$ cat src/rtl/hbus_pkg.sv
package hbus_pkg;
  localparam int BYTE_W    = 8;
  localparam int NIB_W     = 4;
  localparam int REG_SEL_W = 3;
  localparam int PRE_BYTES = 3;
  localparam int PRE_W     = PRE_BYTES * BYTE_W;

  typedef enum logic [REG_SEL_W-1:0] {
    RD_IRQ   = 3'd0,
    RD_MODE0 = 3'd1,
    RD_MODE1 = 3'd2,
    RD_STAT  = 3'd3,
    RD_LAT0  = 3'd4,
    RD_LAT1  = 3'd5,
    RD_LAT2  = 3'd6,
    RD_NONE  = 3'd7
  } rd_sel_e;

  typedef enum logic [REG_SEL_W-1:0] {
    WR_MASK  = 3'd0,
    WR_MODE0 = 3'd1,
    WR_MODE1 = 3'd2,
    WR_NONE  = 3'd3,
    WR_PRE0  = 3'd4,
    WR_PRE1  = 3'd5,
    WR_PRE2  = 3'd6,
    WR_CMD   = 3'd7
  } wr_sel_e;

  // Packed interrupt byte: status nibble high, mask nibble low.
  function automatic logic [BYTE_W-1:0] pack_irq(input logic [NIB_W-1:0] mask,
                                                 input logic [NIB_W-1:0] stat);
    return {stat, mask};
  endfunction

  // Byte k of a multi-byte word, little-endian.
  function automatic logic [BYTE_W-1:0] byte_of(input logic [PRE_W-1:0] word,
                                                input int unsigned k);
    return word[k*BYTE_W +: BYTE_W];
  endfunction
endpackage

$ cat src/rtl/hb_sync.sv
module hb_sync #(
  parameter int          W       = 1,
  parameter int          STAGES  = 2,
  parameter logic [W-1:0] RST_VAL = '0
) (
  input  logic         clk,
  input  logic         rst_n,
  input  logic [W-1:0] d,
  output logic [W-1:0] q
);
  logic [W-1:0] chain [STAGES];

  for (genvar g = 0; g < STAGES; g++) begin : g_stage
    if (g == 0) begin : g_first
      always_ff @(posedge clk or negedge rst_n) begin
        if (!rst_n) chain[g] <= RST_VAL;
        else        chain[g] <= d;
      end
    end else begin : g_next
      always_ff @(posedge clk or negedge rst_n) begin
        if (!rst_n) chain[g] <= RST_VAL;
        else        chain[g] <= chain[g-1];
      end
    end
  end

  assign q = chain[STAGES-1];
endmodule

$ cat src/rtl/hb_strobe.sv
module hb_strobe (
  input  logic clk,
  input  logic rst_n,
  input  logic s_cs_n,
  input  logic s_rd_n,
  input  logic s_wr_n,
  output logic wr_en,
  output logic rd_active
);
  logic wr_low_q;
  logic rd_low_q;
  logic wr_rise;
  logic rd_quiet;

  always_ff @(posedge clk or negedge rst_n) begin
    if (!rst_n) begin
      wr_low_q <= 1'b0;
      rd_low_q <= 1'b0;
    end else begin
      wr_low_q <= ~s_wr_n;
      rd_low_q <= ~s_rd_n;
    end
  end

  assign wr_rise   = wr_low_q & s_wr_n;
  assign rd_quiet  = s_rd_n & ~rd_low_q;
  assign wr_en     = wr_rise & ~s_cs_n & rd_quiet;
  assign rd_active = ~s_cs_n & ~s_rd_n & s_wr_n;

  // one commit per strobe pulse
  a_r11_single_commit: assert property (@(posedge clk) disable iff (!rst_n)
    wr_en |=> !wr_en);
  // a commit needs the strobe to have been low one sample earlier
  a_r7_after_low: assert property (@(posedge clk) disable iff (!rst_n)
    wr_en |-> $past(!s_wr_n));
  // no commit while a read strobe was seen low on the previous sample
  a_r2_no_conflict_commit: assert property (@(posedge clk) disable iff (!rst_n)
    $past(!s_rd_n) |-> !wr_en);
endmodule

$ cat src/rtl/hb_axis_bank.sv
module hb_axis_bank
  import hbus_pkg::*;
(
  input  logic                 clk,
  input  logic                 rst_n,
  input  logic                 we,
  input  logic [REG_SEL_W-1:0] reg_sel,
  input  logic [BYTE_W-1:0]    data,
  output logic [BYTE_W-1:0]    mode0,
  output logic [BYTE_W-1:0]    mode1,
  output logic [PRE_W-1:0]     preset,
  output logic [NIB_W-1:0]     mask,
  output logic                 cmd_pulse
);
  logic hit_mask, hit_m0, hit_m1, hit_cmd;

  assign hit_mask = we && (reg_sel == WR_MASK);
  assign hit_m0   = we && (reg_sel == WR_MODE0);
  assign hit_m1   = we && (reg_sel == WR_MODE1);
  assign hit_cmd  = we && (reg_sel == WR_CMD);

  always_ff @(posedge clk or negedge rst_n) begin
    if (!rst_n) begin
      mode0     <= '0;
      mode1     <= '0;
      mask      <= '0;
      cmd_pulse <= 1'b0;
    end else begin
      if (hit_m0)   mode0 <= data;
      if (hit_m1)   mode1 <= data;
      if (hit_mask) mask  <= data[NIB_W-1:0];
      cmd_pulse <= hit_cmd;
    end
  end

  for (genvar k = 0; k < PRE_BYTES; k++) begin : g_pre
    logic hit_pre;
    assign hit_pre = we && (reg_sel == REG_SEL_W'(int'(WR_PRE0) + k));
    always_ff @(posedge clk or negedge rst_n) begin
      if (!rst_n)       preset[k*BYTE_W +: BYTE_W] <= '0;
      else if (hit_pre) preset[k*BYTE_W +: BYTE_W] <= data;
    end
  end

  // command pulse lasts one clock
  a_r9_cmd_one_clock: assert property (@(posedge clk) disable iff (!rst_n)
    cmd_pulse |=> !cmd_pulse);
  // command write leaves stored registers alone
  a_r9_cmd_not_stored: assert property (@(posedge clk) disable iff (!rst_n)
    (we && reg_sel == WR_CMD) |=> ($stable(mode0) && $stable(mode1) && $stable(preset) && $stable(mask)));
  // register number 3 is a write no-op
  a_r4_hole_no_change: assert property (@(posedge clk) disable iff (!rst_n)
    (we && reg_sel == WR_NONE) |=> ($stable(mode0) && $stable(mode1) && $stable(preset) && $stable(mask) && !cmd_pulse));
  // registers only move on a write enable
  a_r4_idle_hold: assert property (@(posedge clk) disable iff (!rst_n)
    !we |=> ($stable(mode0) && $stable(mode1) && $stable(preset) && $stable(mask)));
endmodule

$ cat src/rtl/hb_read_mux.sv
module hb_read_mux
  import hbus_pkg::*;
#(
  parameter int N_AXES = 4,
  localparam int AXIS_W = (N_AXES > 1) ? $clog2(N_AXES) : 1
) (
  input  logic [AXIS_W-1:0]         axis,
  input  logic [REG_SEL_W-1:0]      reg_sel,
  input  logic [N_AXES*NIB_W-1:0]   mask_i,
  input  logic [N_AXES*NIB_W-1:0]   irq_i,
  input  logic [N_AXES*BYTE_W-1:0]  mode0_i,
  input  logic [N_AXES*BYTE_W-1:0]  mode1_i,
  input  logic [N_AXES*BYTE_W-1:0]  stat_i,
  input  logic [N_AXES*PRE_W-1:0]   latch_i,
  output logic [BYTE_W-1:0]         byte_o,
  output logic                      hit_o
);
  int unsigned ax;
  logic [PRE_W-1:0] lat_word;

  always_comb begin
    ax       = int'(axis);
    lat_word = latch_i[ax*PRE_W +: PRE_W];
    hit_o    = 1'b1;
    byte_o   = '0;
    case (rd_sel_e'(reg_sel))
      RD_IRQ:   byte_o = pack_irq(mask_i[ax*NIB_W +: NIB_W], irq_i[ax*NIB_W +: NIB_W]);
      RD_MODE0: byte_o = mode0_i[ax*BYTE_W +: BYTE_W];
      RD_MODE1: byte_o = mode1_i[ax*BYTE_W +: BYTE_W];
      RD_STAT:  byte_o = stat_i[ax*BYTE_W +: BYTE_W];
      RD_LAT0:  byte_o = byte_of(lat_word, 0);
      RD_LAT1:  byte_o = byte_of(lat_word, 1);
      RD_LAT2:  byte_o = byte_of(lat_word, 2);
      default:  hit_o  = 1'b0;
    endcase
  end
endmodule

$ cat src/rtl/axis_hostbus_if.sv
module axis_hostbus_if
  import hbus_pkg::*;
#(
  parameter int N_AXES      = 4,
  parameter int SYNC_STAGES = 2,
  localparam int AXIS_W     = (N_AXES > 1) ? $clog2(N_AXES) : 1,
  localparam int ADDR_W     = AXIS_W + REG_SEL_W + BYTE_W
) (
  input  logic                      clk,
  input  logic                      rst_n,
  input  logic                      cs_n,
  input  logic                      rd_n,
  input  logic                      wr_n,
  input  logic [AXIS_W-1:0]         axis_sel,
  input  logic [REG_SEL_W-1:0]      reg_sel,
  input  logic [BYTE_W-1:0]         db_i,
  output logic [BYTE_W-1:0]         db_o,
  output logic                      db_oe,
  input  logic [N_AXES*NIB_W-1:0]   irq_stat_i,
  input  logic [N_AXES*BYTE_W-1:0]  status_i,
  input  logic [N_AXES*PRE_W-1:0]   latch_i,
  output logic [N_AXES*BYTE_W-1:0]  mode0_o,
  output logic [N_AXES*BYTE_W-1:0]  mode1_o,
  output logic [N_AXES*PRE_W-1:0]   preset_o,
  output logic [N_AXES*NIB_W-1:0]   irq_mask_o,
  output logic [N_AXES-1:0]         cmd_pulse_o,
  output logic [BYTE_W-1:0]         cmd_byte_o
);
  logic                 s_cs_n, s_rd_n, s_wr_n;
  logic [AXIS_W-1:0]    s_axis;
  logic [REG_SEL_W-1:0] s_reg;
  logic [BYTE_W-1:0]    s_data;
  logic                 wr_en, rd_active;
  logic [N_AXES-1:0]    bank_we;
  logic [BYTE_W-1:0]    rd_byte;
  logic                 rd_hit;
  logic                 cmd_wr;

  hb_sync #(.W(3), .STAGES(SYNC_STAGES), .RST_VAL(3'b111)) u_sync_strobe (
    .clk(clk), .rst_n(rst_n),
    .d({cs_n, rd_n, wr_n}),
    .q({s_cs_n, s_rd_n, s_wr_n})
  );

  hb_sync #(.W(ADDR_W), .STAGES(SYNC_STAGES), .RST_VAL('0)) u_sync_addr (
    .clk(clk), .rst_n(rst_n),
    .d({axis_sel, reg_sel, db_i}),
    .q({s_axis, s_reg, s_data})
  );

  hb_strobe u_strobe (
    .clk(clk), .rst_n(rst_n),
    .s_cs_n(s_cs_n), .s_rd_n(s_rd_n), .s_wr_n(s_wr_n),
    .wr_en(wr_en), .rd_active(rd_active)
  );

  for (genvar a = 0; a < N_AXES; a++) begin : g_axis
    assign bank_we[a] = wr_en && (s_axis == AXIS_W'(a));
    hb_axis_bank u_bank (
      .clk(clk), .rst_n(rst_n),
      .we(bank_we[a]), .reg_sel(s_reg), .data(s_data),
      .mode0(mode0_o[a*BYTE_W +: BYTE_W]),
      .mode1(mode1_o[a*BYTE_W +: BYTE_W]),
      .preset(preset_o[a*PRE_W +: PRE_W]),
      .mask(irq_mask_o[a*NIB_W +: NIB_W]),
      .cmd_pulse(cmd_pulse_o[a])
    );
  end

  hb_read_mux #(.N_AXES(N_AXES)) u_rmux (
    .axis(s_axis), .reg_sel(s_reg),
    .mask_i(irq_mask_o), .irq_i(irq_stat_i),
    .mode0_i(mode0_o), .mode1_i(mode1_o),
    .stat_i(status_i), .latch_i(latch_i),
    .byte_o(rd_byte), .hit_o(rd_hit)
  );

  assign cmd_wr = wr_en && (s_reg == WR_CMD);

  always_ff @(posedge clk or negedge rst_n) begin
    if (!rst_n) begin
      db_oe      <= 1'b0;
      db_o       <= '0;
      cmd_byte_o <= '0;
    end else begin
      db_oe <= rd_active && rd_hit;
      db_o  <= (rd_active && rd_hit) ? rd_byte : '0;
      if (cmd_wr) cmd_byte_o <= s_data;
    end
  end

  // at most one axis bank written per commit
  a_r6_one_bank: assert property (@(posedge clk) disable iff (!rst_n)
    $onehot0(bank_we));
  // chip select high keeps the bus undriven
  a_r1_cs_high_quiet: assert property (@(posedge clk) disable iff (!rst_n)
    s_cs_n |=> !db_oe);
  // both strobes low never drives the bus
  a_r2_both_low_quiet: assert property (@(posedge clk) disable iff (!rst_n)
    (!s_rd_n && !s_wr_n) |=> !db_oe);
  // register number 7 is never driven on a read
  a_r3_hole_quiet: assert property (@(posedge clk) disable iff (!rst_n)
    (s_reg == RD_NONE) |=> !db_oe);
  // at most one axis pulses per clock
  a_r9_one_pulse: assert property (@(posedge clk) disable iff (!rst_n)
    $onehot0(cmd_pulse_o));
  // leaving reset the bus is undriven
  a_r10_reset_quiet: assert property (@(posedge clk)
    !rst_n |=> !db_oe);
endmodule

$ cat config.mk
export PLATFORM = sky130hd
export DESIGN_NAME = axis_hostbus_if
export DESIGN_NICKNAME = d
export VERILOG_FILES = /design/src/rtl/hbus_pkg.sv /design/src/rtl/hb_sync.sv /design/src/rtl/hb_strobe.sv /design/src/rtl/hb_axis_bank.sv /design/src/rtl/hb_read_mux.sv /design/src/rtl/axis_hostbus_if.sv
export SDC_FILE = /design/constraint.sdc
export NUM_CORES = 1
export LEC_CHECK = 0
export BUFFER_PORTS_ARGS = -buffer_cell sky130_fd_sc_hd__buf_4
export CORE_MARGIN = 2
export CORE_UTILIZATION = 51
export CTS_CLUSTER_SIZE = 16
export DETAILED_ROUTE_END_ITERATION = 8
export GPL_TIMING_DRIVEN = 0
export PLACE_DENSITY = 0.81
export SYNTH_ARGS = -nofsm -noshare
export SYNTH_HDL_FRONTEND = slang
export SYNTH_HIERARCHICAL = 1
export SYNTH_SLANG_ARGS = --single-unit
$ cat constraint.sdc
create_clock -name clk -period 3.05 [get_ports clk]
set_clock_uncertainty 0.15 [all_clocks]
set_input_delay 0.1525 -clock clk [delete_from_list [all_inputs] [get_ports clk]]
set_output_delay 0.1525 -clock clk [all_outputs]
set_load 0.05 [all_outputs]
==> impl_metrics.json <==
{
  "max_cap_viol_count": 0,
  "synth_fp_nets": 841,
  "critPathBufInv": 4,
  "syn-mean-instance-area_um2": 15.5,
  "initial_core_util_pct": 52.0,
  "status": "complete, no violations",
  "wl_mm": 34.0,
  "yosys-top-cells-area": "dfrtp_1 (53%), mux2_2 (20%), mux4_2 (6.6%)",
  "yosysWarningCount": 6,
  "leakage_nw": 7.63,
  "grt_pass1_wl_mm": 50.3,
  "grt_usage_pct": 30.7,
  "drt_iter0_markers": 261,
  "stdcell_area_mm2": 0.0147,
  "startpoint_type": "flop",
  "place.port_buffers": 358,
  "drive_gt1_share_pct": 63.1,
  "drc": 0,
  "path_delay_family": "buffers and inverters",
  "crit_arrival_ns": 3.17,
  "vdd_drop_max_mv": 0.465,
  "ys_ff_latch": 231,
  "worst_path_largest_cell_delay_ns": 0.39,
  "syn_inst": 679,
  "io_pins": 359,
  "final_cell_mix": "buf_4 (384), dfrtp_1 (225), mux2_2 (189), mux2i_1 (34), mux4_2 (31)",
  "fin_nets": 1245,
  "synth_top_cell_by_area": "dfrtp_1",
  "finalCritPeriodShare_pct": 95.7,
  "clk_pin_slew_ns": 0.06,
  "max_freq_mhz": 343,
  "grt_overflow": 0,
  "insertion_delay_ns": 0.51,
  "post-cts-setup-buffers": 0,
  "die_w_um": 148,
  "numPlacedInstances": 1309,
  "ant_nets": 0,
  "cts_tree": "yes",
  "num_antenna_cells": 0,
  "ys_seq_area_share_pct": 54.8,
  "r2r-start": "u_sync_addr/q[8]",
  "area.growth.synth_to_final_pct": 39.4,
  "crit_chain": "buf_4 -> buf_2 -> buf_2 -> buf_2 -> mux4_2 -> a22oi_1 -> nand4_1 -> and3_1",
  "synth_ff_type": "dfrtp_1",
  "root_buffer": "clkbuf_16",
  "worstSetupPathType": "reg -> reg",
  "wl_per_cell_um": 24.8,
  "core-area_mm2": 0.0203,
  "vias_per_cell": 5.67,
  "critPathMostFrequentCell": "buf_2",
  "synth_cell_types": 45,
  "final_util_pct": 72.5,
  "dp_hpwl_mm": 24.3,
  "final-instance-count-excl-fill": 1371,
  "gp_congestion": 0.850,
  "synth_edf_count": 0,
  "async_flop_share_pct": 100,
  "clock-sinks": 231,
  "grt_pass1_vias": 8428,
  "finalSetupViolCount": 0,
  "layout_commonest_cell": "buf_4",
  "placementRows": 52,
  "crit_path_end_kind": "flop",
  "reg2reg_depth": 8,
  "crit_fanout": 30,
  "r2r_end": "db_o[5]",
  "htree_levels": 1,
  "cp_num_cells": 8,
  "cts_max_path_buffers": 3,
  "hp-class": "in -> async",
  "antenna_found_initial": 0,
  "die-area_mm2": 0.0219,
  "hold_viol_final": 0,
  "grt_max_degree": 125,
  "cp_slowest_cell": "mux4_2",
  "first_pass_iters": 4,
  "post_dp_cell_area_mm2": 0.0136,
  "rrSetupSlack_ns": 0.13,
  "power.density_mw_per_mm2": 508,
  "worst_pin_slew_ns": 0.775,
  "die_h_um": 148,
  "cts_buffers": 24,
  "max_slew_margin_pct": 48.2,
  "setup_tns_ns": 0,
  "via_count": 7767,
  "rsz0062_at_grt": "no",
  "min_period_ns": 2.92,
  "synth_top_area_share_pct": 53.4,
  "required_ns": 3.30,
  "syn_area_mm2": 0.0106,
  "drv_slew": 0
}
==> worst min-delay path: stages <==
cell	delay (ns)
dlygate4sd3_1	0.56
buf_8	0.11
buf_16	0.43
==> sequential cells by signal, summed over array words and instances (netlist names) <==
signal,count
u_sync_strobe/q,3
cmd_byte_o,8
g_axis.u_bank/cmd_pulse,4
u_strobe/rd_low_q,1
g_axis.u_bank/preset,96
g_axis.u_bank/mode1,32
u_strobe/wr_low_q,1
u_sync_addr/q,13
g_axis.u_bank/mode0,32
g_axis.u_bank/mask,16
u_sync_strobe/chain,3
db_o,8
db_oe,1
u_sync_addr/chain,13
==> Yosys cell counts (all sizes together), types with 2 or more instances <==
master   number
dfrtp       225
mux2        189
buf          46
mux4         35
mux2i        34
a22o         12
nand3        12
a22oi         9
and3          9
nor2b         9
nand2         8
nand4b        8
nor2          8
nor4bb        8
nand4         7
dfstp         6
and4bb        5
clkbuf        5
a221oi        4
and4          4
nor4b         4
a311o         3
a31oi         3
and2          3
nor3          3
a2111oi       2
a21oi         2
a221o         2
inv           2
nand2b        2
nor3b         2
o311a         2
==> report_power, final <==
group	internal (W)	switching [W]
Sequential	0.00316	0.0000546
Combinational	0.000445	0.000637
Clock	0.00198	0.00119
Total	0.00559	0.00188
==> cell families (layout without fill, tap and decap cells) <==
group / after synthesis / after routing / share of synthesized area, %
simple gates: 94 / 94 / 7.32
mux: 258 / 258 / 31.0
buf+inv: 53 / 475 / 3.49
flops: 231 / 231 / 54.8
compound gates: 43 / 43 / 3.34
==> stage by stage <==
stage / worst slack, ns / total power, W / hold WS, ns
finish: 0.131 / 0.00747 / 0.142
CTS: 0.116 / 0.00753 / 0.122
detailed placement: -0.285 / 0.00433 / -0.165
global route: 0.0337 / 0.00773 / 0.134
floorplan: 0.442 / 0.00383 / -0.293
global placement: -0.246 / 0.00430 / 0.112
==> worst max path at each step <==
stage,startpoint,endpoint
final,u_sync_addr/q[8],db_o[5]
after global routing,u_sync_addr/q[8],db_o[5]
after CTS,u_sync_strobe/q[0],g_axis[2].u_bank/mode1[5]
after detailed placement,u_sync_strobe/q[0],g_axis[0].u_bank/mode0[1]
after global placement,u_sync_strobe/q[0],g_axis[0].u_bank/mode0[3]
after floorplan,u_sync_strobe/q[0],g_axis[0].u_bank/mode0[0]
==> timing repair <==
| action | CTS | global route |
|---|---|---|
| pin swaps | 0 | 0 |
| hold buffers | 18 | 0 |
| endpoints found under the setup margin | 44 | 12 |
| endpoints found under the hold margin | 150 | 0 |
| resized for setup | 1 | 2 |
| cloned | 0 | 0 |
==> final cells by class <==
type,count,area [um2]
tap,270,338
buffer,51,360
fill,1395,5590
timing repair buffer,378,2930
multi-input combinational,395,4410
clock buffer,34,719
clock inverter,10,158
sequential,231,5790
inverter,2,7.51
==> routing by layer <==
layer  wire length, um  global-route usage, %
met1             12400                   35.1
met3              2790                   8.18
met5                 0                      0
met4              1340                   11.8
met2             17500                   54.9
No activity file was read; power rests on OpenSTA's default activity.
